===== config.mk =====
export PLATFORM = sky130hd
export DESIGN_NAME = burst_guard_link
export DESIGN_NICKNAME = d
export VERILOG_FILES = /design/src/rtl/burst_guard_pkg.sv /design/src/rtl/burst_guard_ctrl.sv /design/src/rtl/burst_guard_path.sv /design/src/rtl/burst_guard_link.sv
export SDC_FILE = /design/constraint.sdc
export NUM_CORES = 1
export LEC_CHECK = 0
export BUFFER_PORTS_ARGS = -buffer_cell sky130_fd_sc_hd__clkbuf_2
export CAP_MARGIN = 20
export CORE_MARGIN = 1.5
export CORE_UTILIZATION = 55
export DETAILED_ROUTE_END_ITERATION = 8
export PLACE_DENSITY = 0.79
export SLEW_MARGIN = 40
export SYNTH_ARGS = -nofsm -noshare
export SYNTH_HDL_FRONTEND = slang
export SYNTH_HIERARCHICAL = 1
export SYNTH_SLANG_ARGS = --single-unit

===== constraint.sdc =====
create_clock -name clk -period 3.45 [get_ports clk]
set_input_delay 0.69 -clock clk [delete_from_list [all_inputs] [get_ports clk]]
set_output_delay 0.69 -clock clk [all_outputs]
set_load 0.03 [all_outputs]

===== src/rtl/burst_guard_pkg.sv =====
package burst_guard_pkg;

  localparam int DATA_W  = 8;
  localparam int CHECK_W = 4;
  localparam int CODE_W  = DATA_W + CHECK_W + 1;
  localparam int POS_W   = $clog2(CODE_W);

  typedef logic [CODE_W-1:0] codeT;
  typedef logic [DATA_W-1:0] dataT;

  typedef struct packed {
    dataT data;
    logic corrected;
    logic dbl;
  } decodeT;

  // strobes from control to datapath
  typedef struct packed {
    logic txWrite;   // store an encoded word in the transmit store
    logic txSend;    // present one line bit from the transmit store
    logic rxWrite;   // place one received bit in the collection store
    logic rxCopy;    // move the collection store to the holding store
    logic rxEmit;    // decode one held word onto the outputs
  } strobeT;

  function automatic logic isCheckPos(int p);
    return (p & (p - 1)) == 0;
  endfunction

  function automatic codeT encodeWord(dataT d);
    codeT c;
    int   k;
    logic par;
    c = '0;
    k = 0;
    for (int p = 1; p < CODE_W; p++) begin
      if (!isCheckPos(p)) begin
        c[p] = d[k];
        k++;
      end
    end
    for (int b = 0; b < CHECK_W; b++) begin
      par = 1'b0;
      for (int p = 1; p < CODE_W; p++) begin
        if (p[b]) par = par ^ c[p];
      end
      c[1 << b] = par;
    end
    c[0] = ^c[CODE_W-1:1];
    return c;
  endfunction

  function automatic decodeT decodeWord(codeT c);
    logic [POS_W-1:0] syn;
    logic             total;
    logic             inRange;
    codeT             fixed;
    decodeT           r;
    int               k;
    syn = '0;
    for (int p = 1; p < CODE_W; p++) begin
      if (c[p]) syn = syn ^ p[POS_W-1:0];
    end
    total   = ^c;
    inRange = (int'(syn) < CODE_W);
    fixed   = c;
    if (total && (syn != '0) && inRange) fixed[syn] = ~fixed[syn];
    r.corrected = total && inRange;
    r.dbl       = (!total && (syn != '0)) || (total && !inRange);
    r.data      = '0;
    k = 0;
    for (int p = 1; p < CODE_W; p++) begin
      if (!isCheckPos(p)) begin
        r.data[k] = fixed[p];
        k++;
      end
    end
    return r;
  endfunction

endpackage


===== src/rtl/burst_guard_ctrl.sv =====
module burst_guard_ctrl
  import burst_guard_pkg::*;
#(
  parameter int N_WORDS = 16,
  localparam int IDX_W = (N_WORDS > 1) ? $clog2(N_WORDS) : 1
) (
  input  logic             clk,
  input  logic             rstN,
  input  logic             wordValid,
  input  logic             rxValid,
  output logic             busy,
  output strobeT           strobe,
  output logic [IDX_W-1:0] txWrIdx,
  output logic [IDX_W-1:0] txWord,
  output logic [POS_W-1:0] txBitPos,
  output logic [IDX_W-1:0] rxWord,
  output logic [POS_W-1:0] rxBitPos,
  output logic [IDX_W-1:0] emitIdx
);

  localparam logic [IDX_W-1:0] LAST_WORD = IDX_W'(N_WORDS - 1);
  localparam logic [POS_W-1:0] LAST_POS  = POS_W'(CODE_W - 1);

  logic             sending;
  logic [IDX_W-1:0] loadCnt;
  logic [IDX_W-1:0] sendWord;
  logic [POS_W-1:0] sendBit;

  logic             copyPending;
  logic             emitActive;
  logic [IDX_W-1:0] rxWordQ;
  logic [POS_W-1:0] rxBitQ;
  logic [IDX_W-1:0] emitQ;
  logic             rxLast;

  // transmit sequencing: fill, then walk bit planes
  always_ff @(posedge clk or negedge rstN) begin
    if (!rstN) begin
      sending  <= 1'b0;
      loadCnt  <= '0;
      sendWord <= '0;
      sendBit  <= '0;
    end else if (sending) begin
      if (sendWord == LAST_WORD) begin
        sendWord <= '0;
        if (sendBit == LAST_POS) begin
          sendBit <= '0;
          sending <= 1'b0;
        end else begin
          sendBit <= sendBit + POS_W'(1);
        end
      end else begin
        sendWord <= sendWord + IDX_W'(1);
      end
    end else if (wordValid) begin
      if (loadCnt == LAST_WORD) begin
        loadCnt  <= '0;
        sending  <= 1'b1;
        sendWord <= '0;
        sendBit  <= '0;
      end else begin
        loadCnt <= loadCnt + IDX_W'(1);
      end
    end
  end

  // receive sequencing: place bits, hand over, emit words
  assign rxLast = rxValid && (rxWordQ == LAST_WORD) && (rxBitQ == LAST_POS);

  always_ff @(posedge clk or negedge rstN) begin
    if (!rstN) begin
      rxWordQ     <= '0;
      rxBitQ      <= '0;
      copyPending <= 1'b0;
      emitActive  <= 1'b0;
      emitQ       <= '0;
    end else begin
      copyPending <= rxLast;
      if (rxValid) begin
        if (rxWordQ == LAST_WORD) begin
          rxWordQ <= '0;
          rxBitQ  <= (rxBitQ == LAST_POS) ? '0 : rxBitQ + POS_W'(1);
        end else begin
          rxWordQ <= rxWordQ + IDX_W'(1);
        end
      end
      if (copyPending) begin
        emitActive <= 1'b1;
        emitQ      <= '0;
      end else if (emitActive) begin
        if (emitQ == LAST_WORD) emitActive <= 1'b0;
        else                    emitQ      <= emitQ + IDX_W'(1);
      end
    end
  end

  always_comb begin
    strobe.txWrite = wordValid && !sending;
    strobe.txSend  = sending;
    strobe.rxWrite = rxValid;
    strobe.rxCopy  = copyPending;
    strobe.rxEmit  = emitActive;
  end

  assign busy     = sending;
  assign txWrIdx  = loadCnt;
  assign txWord   = sendWord;
  assign txBitPos = sendBit;
  assign rxWord   = rxWordQ;
  assign rxBitPos = rxBitQ;
  assign emitIdx  = emitQ;

  // the fill count is frozen while a block is on the line
  a_r2_load_frozen: assert property (@(posedge clk) disable iff (!rstN)
    sending |=> $stable(loadCnt));

  // finishing a plane moves to the next plane, word 0
  a_r3_plane_order: assert property (@(posedge clk) disable iff (!rstN)
    (sending && (sendWord == LAST_WORD) && (sendBit != LAST_POS))
      |=> (sending && (sendWord == '0) && (sendBit == $past(sendBit) + POS_W'(1))));

  // a hand-over never collides with emission of an earlier block
  a_r10_copy_clear: assert property (@(posedge clk) disable iff (!rstN)
    copyPending |-> !emitActive);

endmodule


===== src/rtl/burst_guard_path.sv =====
module burst_guard_path
  import burst_guard_pkg::*;
#(
  parameter int N_WORDS = 16,
  localparam int IDX_W = (N_WORDS > 1) ? $clog2(N_WORDS) : 1
) (
  input  logic             clk,
  input  logic             rstN,
  input  strobeT           strobe,
  input  dataT             wordData,
  input  logic [IDX_W-1:0] txWrIdx,
  input  logic [IDX_W-1:0] txWord,
  input  logic [POS_W-1:0] txBitPos,
  input  logic             rxBit,
  input  logic [IDX_W-1:0] rxWord,
  input  logic [POS_W-1:0] rxBitPos,
  input  logic [IDX_W-1:0] emitIdx,
  output logic             serBit,
  output logic             serValid,
  output dataT             outData,
  output logic             outCorrected,
  output logic             outDouble,
  output logic             outValid
);

  codeT   txView   [N_WORDS];
  codeT   holdView [N_WORDS];
  decodeT decoded;

  // one slot per word in each of the three stores
  for (genvar w = 0; w < N_WORDS; w++) begin : g_slot
    codeT txReg;
    codeT collReg;
    codeT holdReg;

    always_ff @(posedge clk) begin
      if (strobe.txWrite && (txWrIdx == IDX_W'(w))) txReg <= encodeWord(wordData);
      if (strobe.rxWrite && (rxWord == IDX_W'(w))) collReg[rxBitPos] <= rxBit;
      if (strobe.rxCopy) holdReg <= collReg;
    end

    assign txView[w]   = txReg;
    assign holdView[w] = holdReg;
  end

  always_ff @(posedge clk or negedge rstN) begin
    if (!rstN) begin
      serBit   <= 1'b0;
      serValid <= 1'b0;
    end else begin
      serValid <= strobe.txSend;
      if (strobe.txSend) serBit <= txView[txWord][txBitPos];
    end
  end

  assign decoded = decodeWord(holdView[emitIdx]);

  always_ff @(posedge clk or negedge rstN) begin
    if (!rstN) begin
      outValid     <= 1'b0;
      outData      <= '0;
      outCorrected <= 1'b0;
      outDouble    <= 1'b0;
    end else begin
      outValid <= strobe.rxEmit;
      if (strobe.rxEmit) begin
        outData      <= decoded.data;
        outCorrected <= decoded.corrected;
        outDouble    <= decoded.dbl;
      end
    end
  end

  // a word is never both repaired and declared unrepairable
  a_r7_flag_exclusive: assert property (@(posedge clk) disable iff (!rstN)
    outValid |-> !(outCorrected && outDouble));

endmodule


===== src/rtl/burst_guard_link.sv =====
module burst_guard_link
  import burst_guard_pkg::*;
#(
  parameter int N_WORDS = 16,
  localparam int IDX_W = (N_WORDS > 1) ? $clog2(N_WORDS) : 1
) (
  input  logic              clk,
  input  logic              rstN,
  input  logic              wordValid,
  input  logic [DATA_W-1:0] wordData,
  output logic              busy,
  output logic              serBit,
  output logic              serValid,
  input  logic              rxValid,
  input  logic              rxBit,
  output logic              outValid,
  output logic [DATA_W-1:0] outData,
  output logic              outCorrected,
  output logic              outDouble
);

  strobeT           strobe;
  logic [IDX_W-1:0] txWrIdx;
  logic [IDX_W-1:0] txWord;
  logic [POS_W-1:0] txBitPos;
  logic [IDX_W-1:0] rxWord;
  logic [POS_W-1:0] rxBitPos;
  logic [IDX_W-1:0] emitIdx;

  burst_guard_ctrl #(.N_WORDS(N_WORDS)) ctrl (
    .clk      (clk),
    .rstN     (rstN),
    .wordValid(wordValid),
    .rxValid  (rxValid),
    .busy     (busy),
    .strobe   (strobe),
    .txWrIdx  (txWrIdx),
    .txWord   (txWord),
    .txBitPos (txBitPos),
    .rxWord   (rxWord),
    .rxBitPos (rxBitPos),
    .emitIdx  (emitIdx)
  );

  burst_guard_path #(.N_WORDS(N_WORDS)) path (
    .clk         (clk),
    .rstN        (rstN),
    .strobe      (strobe),
    .wordData    (wordData),
    .txWrIdx     (txWrIdx),
    .txWord      (txWord),
    .txBitPos    (txBitPos),
    .rxBit       (rxBit),
    .rxWord      (rxWord),
    .rxBitPos    (rxBitPos),
    .emitIdx     (emitIdx),
    .serBit      (serBit),
    .serValid    (serValid),
    .outData     (outData),
    .outCorrected(outCorrected),
    .outDouble   (outDouble),
    .outValid    (outValid)
  );

  // the line starts the cycle after busy rises
  a_r3_first_bit: assert property (@(posedge clk) disable iff (!rstN)
    $rose(busy) |=> serValid);

  // busy drops while the final line bit is presented
  a_r3_last_bit: assert property (@(posedge clk) disable iff (!rstN)
    $fell(busy) |-> serValid);

  // decoded output starts two edges after the hand-over strobe
  a_r5_emit_after_copy: assert property (@(posedge clk) disable iff (!rstN)
    $rose(outValid) |-> $past(strobe.rxCopy, 2));

endmodule


After elaboration in Yosys (flattened, before gate mapping):

Cells that the tools add are included.

* order comparisons: 120
* multiplexer cells: 929
* shift-type cells: 0
* eq/ne operators: 36
* add/sub/neg operators: 102
* bitwise gates (word level): 287
* div/mod/pow operators: 0
* reductions and logical operators: 73
* multipliers: 0

Operators with widths (count)
* $lt A32 B5 Y1 const B: 112
* $mux W32: 112
* $add A32 B2 Y32 const B: 96
* $mux W1: 653
* $bmux W1 S3: 112
* $xor A1 B1 Y1: 272
* $bwmux W13: 17
* $reduce_xor A12 Y1: 16
* $bmux W13 S4: 2
* $eq A4 B4 Y1 const B: 20
* $mux W4: 18
* $mux W13: 5
* $logic_and A1 B1 Y1: 41
* $eq A4 B3 Y1 const B: 8
* $add A4 B1 Y4 const B: 6
* $eq A4 B2 Y1 const B: 4
* $lt A4 B5 Y1 const B: 3
* $reduce_xor A13 Y1: 1
* $mux W3: 4
* $not A2 Y2: 6
* $ge A5 B5 Y1 const B: 2
* $not A4 Y5: 2
* $bmux W1 S4: 2
* $demux W1 S4: 2
* other kinds (16): 31

* register bits: 664
* memories: 0
* latch bits: 0
* memory bits (read-only): 0
* memory bits (writable): 0

Longest topological paths before layout:

* word-level depth: 30
* mapped depth: 14

Hierarchy:

The synthesis kept the hierarchy.

Modules (own cells, without submodules)
* burst_guard_path: sequential area each 19063.3 um^2, instances 1, cells each 1309, area each 24956.4 um^2
* burst_guard_ctrl: sequential area each 675.6 um^2, instances 1, cells each 145, area each 1412.6 um^2

Least setup slack after synthesis:

Ideal clock, no wire load.

* kind: flip-flop to flip-flop
* from: register ctrl.sendWord[0] (netlist: ctrl/txWord[0])
* to: register path.serBit
* arrival: 3.415 ns
* required time: 3.325 ns
* setup time: 0.125 ns
* path buffers: 4
* cell stages (with the launch flop): 12
* setup slack: -0.090 ns
* cells stage by stage: dfrtp_1 buf_2 buf_2 buf_2 buf_1 mux4_2 mux4_2 nand3b_1 o21ai_0 o21ai_0 a21oi_1 mux2_2

* longest elaborated chain between the ends: 6

Ends and longest elaborated chain
* start: declaration: RTL line burst_guard_ctrl.sv:26 `logic [IDX_W-1:0] sendWord;`
* start signal: assignment: RTL line burst_guard_ctrl.sv:53 `sendWord <= sendWord + IDX_W'(1);`
* $not A4 Y5 (not written as such): RTL line burst_guard_path.sv:52 `if (strobe.txSend) serBit <= txView[txWord][txBitPos];`
* $bmux W13 S4: RTL line burst_guard_path.sv:52
* $mux W13 (not written as such) (2 in series): RTL line burst_guard_path.sv:52
* $bmux W1 S4: RTL line burst_guard_path.sv:52
* $mux W1 (not written as such): RTL line burst_guard_path.sv:52
* end signal: assignment: RTL line burst_guard_path.sv:52
* end: declaration: RTL line burst_guard_path.sv:18 `output logic serBit,`

No other way between the ends. The select of a mux whose other input is x is not followed.
A chain may end at the register's enable or synchronous reset.

Final worst setup path:

* from: register ctrl.emitQ[1] (netlist: ctrl/emitIdx[1])
* to: register path.outData[0]

* longest elaborated chain between the ends: 27
* elaborated cells on any way between the ends: 39
* classes of those cells: order compare: 3; mux: 21; bitwise: 10; reduce/logical: 5

Ends and longest elaborated chain
* start: declaration: RTL line burst_guard_ctrl.sv:33 `logic [IDX_W-1:0] emitQ;`
* start signal: assignment: RTL line burst_guard_ctrl.sv:92 `else emitQ <= emitQ + IDX_W'(1);`
* $not A4 Y5 (not written as such) *: RTL line burst_guard_path.sv:56 `assign decoded = decodeWord(holdView[emitIdx]);`
* $bmux W13 S4 *: RTL line burst_guard_path.sv:56
* $mux W13 (not written as such) * (2 in series): RTL line burst_guard_path.sv:56
* $mux W1: RTL line burst_guard_pkg.sv:62 `if (c[p]) syn = syn ^ p[POS_W-1:0];`
* $mux W2: RTL line burst_guard_pkg.sv:62
* $not A2 Y2 (no source line)
* $mux W2: RTL line burst_guard_pkg.sv:62
* $mux W3: RTL line burst_guard_pkg.sv:62
* [... 9 more ...]
* $not A3 Y3 (no source line)
* $mux W4 (2 in series): RTL line burst_guard_pkg.sv:62
* $lt A4 B5 Y1 (not written as such) / $ge A4 B1 Y1 (equally long branches): RTL line burst_guard_pkg.sv:67 `if (total && (syn != '0) && inRange) fixed[syn] = ~fixed[syn];`
* $logic_and A1 B1 Y1 (not written as such): RTL line burst_guard_pkg.sv:67
* $mux W1 (not written as such): RTL line burst_guard_pkg.sv:67
* $demux W1 S4
* $bwmux W13: RTL line burst_guard_pkg.sv:67
* $mux W13 *: RTL line burst_guard_pkg.sv:67
* end signal: assignment: RTL line burst_guard_path.sv:67 `outData <= decoded.data;`
* end: declaration: RTL line burst_guard_path.sv:20 `output dataT outData,`

Every way passes the cells marked *; elsewhere a longest branch is shown, timed or not. The select of a mux whose other input is x is not followed.

==> impl_metrics.sql <==
INSERT INTO impl_metrics (metric_group, metric, value, unit) VALUES
('synth', 'post_synth_instance_area', '26400', 'um^2'),
('sta', 'worst_slack', '-182', 'ps'),
('status', 'failing_checks', 'negative setup slack', ''),
('clock_tree', 'clkTransAtPathRegs', '60', 'ps'),
('clock_tree', 'clock_sink_count', '664', ''),
('global_route', 'antenna_found_initial', '1', ''),
('final_layout', 'syn_to_final_growth', '16.5', '%'),
('critical_path', 'cp_max_fo', '7', ''),
('power_and_ir_drop', 'vdd_ir_drop_max', '0.000562', 'V'),
('global_route', 'gr-total-overflow', '0', ''),
('synth', 'synthesis.nets', '1475', ''),
('floorplanning', 'die_h', '222', 'um'),
('floorplanning', 'chipWidth', '222', 'um'),
('power_and_ir_drop', 'p_leak', '0.00997', 'uW'),
('sta', 'fmaxAchievable', '0.275', 'GHz'),
('critical_path', 'worstPathRequired', '3900', 'ps'),
('synth', 'synthesis.area_per_instance', '18.1', 'um^2'),
('synth', 'ys_seq_elements', '664', ''),
('floorplanning', 'core_area', '47500', 'um^2'),
('synth', 'seq_area_frac_synth', '74.9', '%'),
('global_route', 'grt_max_degree', '76', ''),
('routing', 'route.antenna.remaining_nets', '0', ''),
('routing', 'detail_route.wl_per_cell', '24.7', 'um'),
('routing', 'drt_iter0_drc', '1684', ''),
('sta', 'hold_violations', '0', ''),
('synth', 'synth-simple-area-share', '6.81', '%'),
('synth', 'largest_family_of_logic_cells_by_synthesized_area', 'multiplexers', ''),
('synth', 'synthDistinctLibCells', '78', ''),
('floorplanning', 'fp.dieArea', '49300', 'um^2'),
('synth', 'yosys.area.top_type', 'edfxtp_1', ''),
('global_route', 'global_route_wire_length_before_repair', '84.0', 'mm'),
('placement', 'gp_congestion', '0.929', ''),
('sta', 'number_of_max_slew_violations_in_the_final_report', '0', ''),
('clock_tree', 'postCtsHoldBufs', '0', ''),
('synth', 'synth_top_cells_by_area', 'edfxtp_1 (71%), mux4_2 (8.5%), dfrtp_1 (3.8%), nor2_1 (3.4%), mux4_1 (1.1%)', ''),
('critical_path', 'crit_path_end_kind', 'flop', ''),
('critical_path', 'worst_ep_arrival', '4080', 'ps'),
('critical_path', 'path_class', 'reg2reg', ''),
('synth', 'synth-warning-count', '6', ''),
('final_layout', 'final_layout_size_suffix_gt1_share', '28.1', '%'),
('global_route', 'first_global_vias', '14300', ''),
('synth', 'synth-async-reset-ratio', '6.02', '%'),
('power_and_ir_drop', 'power-per-cell-area', '636', 'nW/um^2'),
('synth', 'synthMostInstantiatedCell', 'edfxtp_1', ''),
('clock_tree', 'root_buffer', 'clkbuf_16', ''),
('routing', 'vias', '13900', ''),
('synth', 'predominant_post_synthesis_flop_cell', 'edfxtp_1', ''),
('sta', 'finalSetupViolCount', '7', ''),
('floorplanning', 'io_pins', '27', ''),
('synth', 'list_of_most_frequent_post_synthesis_cells', 'edfxtp_1 (624), nor2_1 (242), mux4_2 (100)', ''),
('synth', 'xor_xnor_share_of_the_synthesized_area', '2.39', '%'),
('placement', 'detailed_place_hpwl', '33.0', 'mm'),
('job', 'drv.max_cap_violation_count', '0', ''),
('sta', 'final.period_utilization', '105', '%'),
('sta', 'setup_repair_after_global_routing_missed_its_margin', 'yes', ''),
('synth', 'post_synth_mux_area_share', '10.6', '%'),
('clock_tree', 'cts.htree.levels', '3', ''),
('clock_tree', 'cts.path.max_buffers', '3', ''),
('clock_tree', 'numCtsBuffers', '66', ''),
('global_route', 'gr-usage-all-layers', '23.1', '%'),
('routing', 'vias_per_cell', '6.07', ''),
('clock_tree', 'clk_latency', '590', 'ps'),
('final_layout', 'finalNetCount', '1651', ''),
('placement', 'minimum_setup_slack_after_placement', '-295', 'ps'),
('clock_tree', 'cts_tree', 'done', ''),
('synth', 'synth_adder_area_share', '0.460', '%'),
('min_path', 'min_path_type', 'in2async', ''),
('status', 'result_of_the_run', 'complete, but fails checks', ''),
('routing', 'drtPass1Iterations', '6', ''),
('critical_path', 'startpoint', 'ctrl/emitIdx[1]', ''),
('synth', 'cells_after_synthesis', '1454', '');
==> power by group <==
| group | switching [uW] | total, uW | internal (uW) |
|---|---|---|---|
| combinational | 1800 | 3140 | 1340 |
| sequential | 344 | 9530 | 9190 |
| clock | 2870 | 6870 | 4010 |
| total | 5010 | 19500 | 14500 |
==> placed cells by master (no fill, tap or decap), types with 5 or more instances in the layout <==
cell       Yosys  routed
a21oi_1       18      18
a221oi_2       0       6
a22oi_2        4       7
buf_12         3      13
buf_4          7     129
buf_6          5      12
clkbuf_1      41      17
clkbuf_16      0      69
clkbuf_2       1      24
clkinv_1       0      13
clkinv_2       0       8
dfrtp_1       40      35
edfxtp_1     624     624
ha_1           8       8
inv_1         15      15
mux2i_1       22      22
mux4_1        11       8
mux4_2       100     103
nand2_1       58      47
nand2_2        1      12
nand3_1       34      29
nand3_2        4       5
nand3_4        2       6
nand4_1        7       7
nor2_1       242     238
nor2b_1       15      14
nor3_2         0       7
o21ai_0       22      21
xnor2_1       24      18
xnor2_2        3       5
xnor2_4        2       6
xor2_1         9       5
==> sequential cells by signal (all words and copies together) (netlist names), 4 cells and up <==
name and flops:
ctrl/txBitPos 4, ctrl/txWrIdx 4, path/g_slot.collReg 208, path/g_slot.holdReg 208, path/g_slot.txReg 208, ctrl/rxBitPos 4, path/outData 8, ctrl/rxWord 4
ctrl/txWord 4, ctrl/emitIdx 4
==> worst max-delay path: stages, from the launching register on <==
cell       delay (ps)
dfrtp_4           460
buf_6             180
and2_1            320
a221oi_2          110
buf_4             150
o21ai_0           320
nand2_2           140
buf_6             170
xor2_4            200
xnor3_2           510
a2111oi_4         270
a2111oi_4         100
buf_4             160
a2111oi_4         280
o221ai_2          130
==> metrics by stage <==
stage | total power [uW] | setup TNS, ps | cells | instance area, um^2 | hold WS [ps]
6_report | 19500 | -809 | 2295 | 30700 | 88.7
5_1_grt | 20200 | -1770 | 2295 | 30700 | 122
4_1_cts | 19600 | -286 | 2284 | 30400 | 100
3_5_place_dp | 12800 | -2010 | 2151 | 28000 | 405
3_3_place_gp | 12600 | -1140 | 2150 | 28000 | 400
2_1_floorplan | 11600 | 0 | 1454 | 26400 | 394
==> layout make-up <==
cell class / instances / area (um^2)
clock buffer: 88 / 1820
clock inverter: 29 / 245
sequential: 664 / 19800
multi-input combinational: 703 / 6570
antenna: 1 / 2.50
timing repair buffer: 180 / 1510
fill: 2958 / 16800
inverter: 15 / 56.3
tap: 615 / 769
==> routing by layer <==
metal	vias to the layer above	GRT usage, %	part of all wire, %
met4	0	11.0	4.0
met2	676	39.8	52
li1	5996	-	-
met1	7102	28.7	37
met5	-	0	0
met3	159	3.90	7.2
==> what timing repair did <==
item / 4_1_cts / 5_1_grt
gates resized for setup: 34 / 45
pin swaps: 24 / 25
buffers inserted: 16 / 10
cloned: 0 / 0
setup endpoints to repair: 10 / 8
endpoints found under the hold margin: 0 / 0
==> final timing paths <==
kind | end | slack (ps) | cells after the start
worst max register to register | path/outData[0] | -180 | 14
worst max-delay path | path/outData[0] | -180 | 14
max in group asynchronous | path/outData[5] | 2830 | 2
min in group clk | path/g_slot[3].holdReg[4] | 410 | 0
worst min-delay path | ctrl/emitActive | 90 | 1
worst min register to register | path/g_slot[3].holdReg[4] | 410 | 0
==> logic make-up after synthesis <==
family	Yosys count
DFF	664
xor gates and xnor gates	49
and+or+nand+nor	404
adders and majority gates	10
buffers and inverters	87
muxes	136
AOI/OAI and AO/OA	104
No activity file was read; power rests on OpenSTA's default activity.
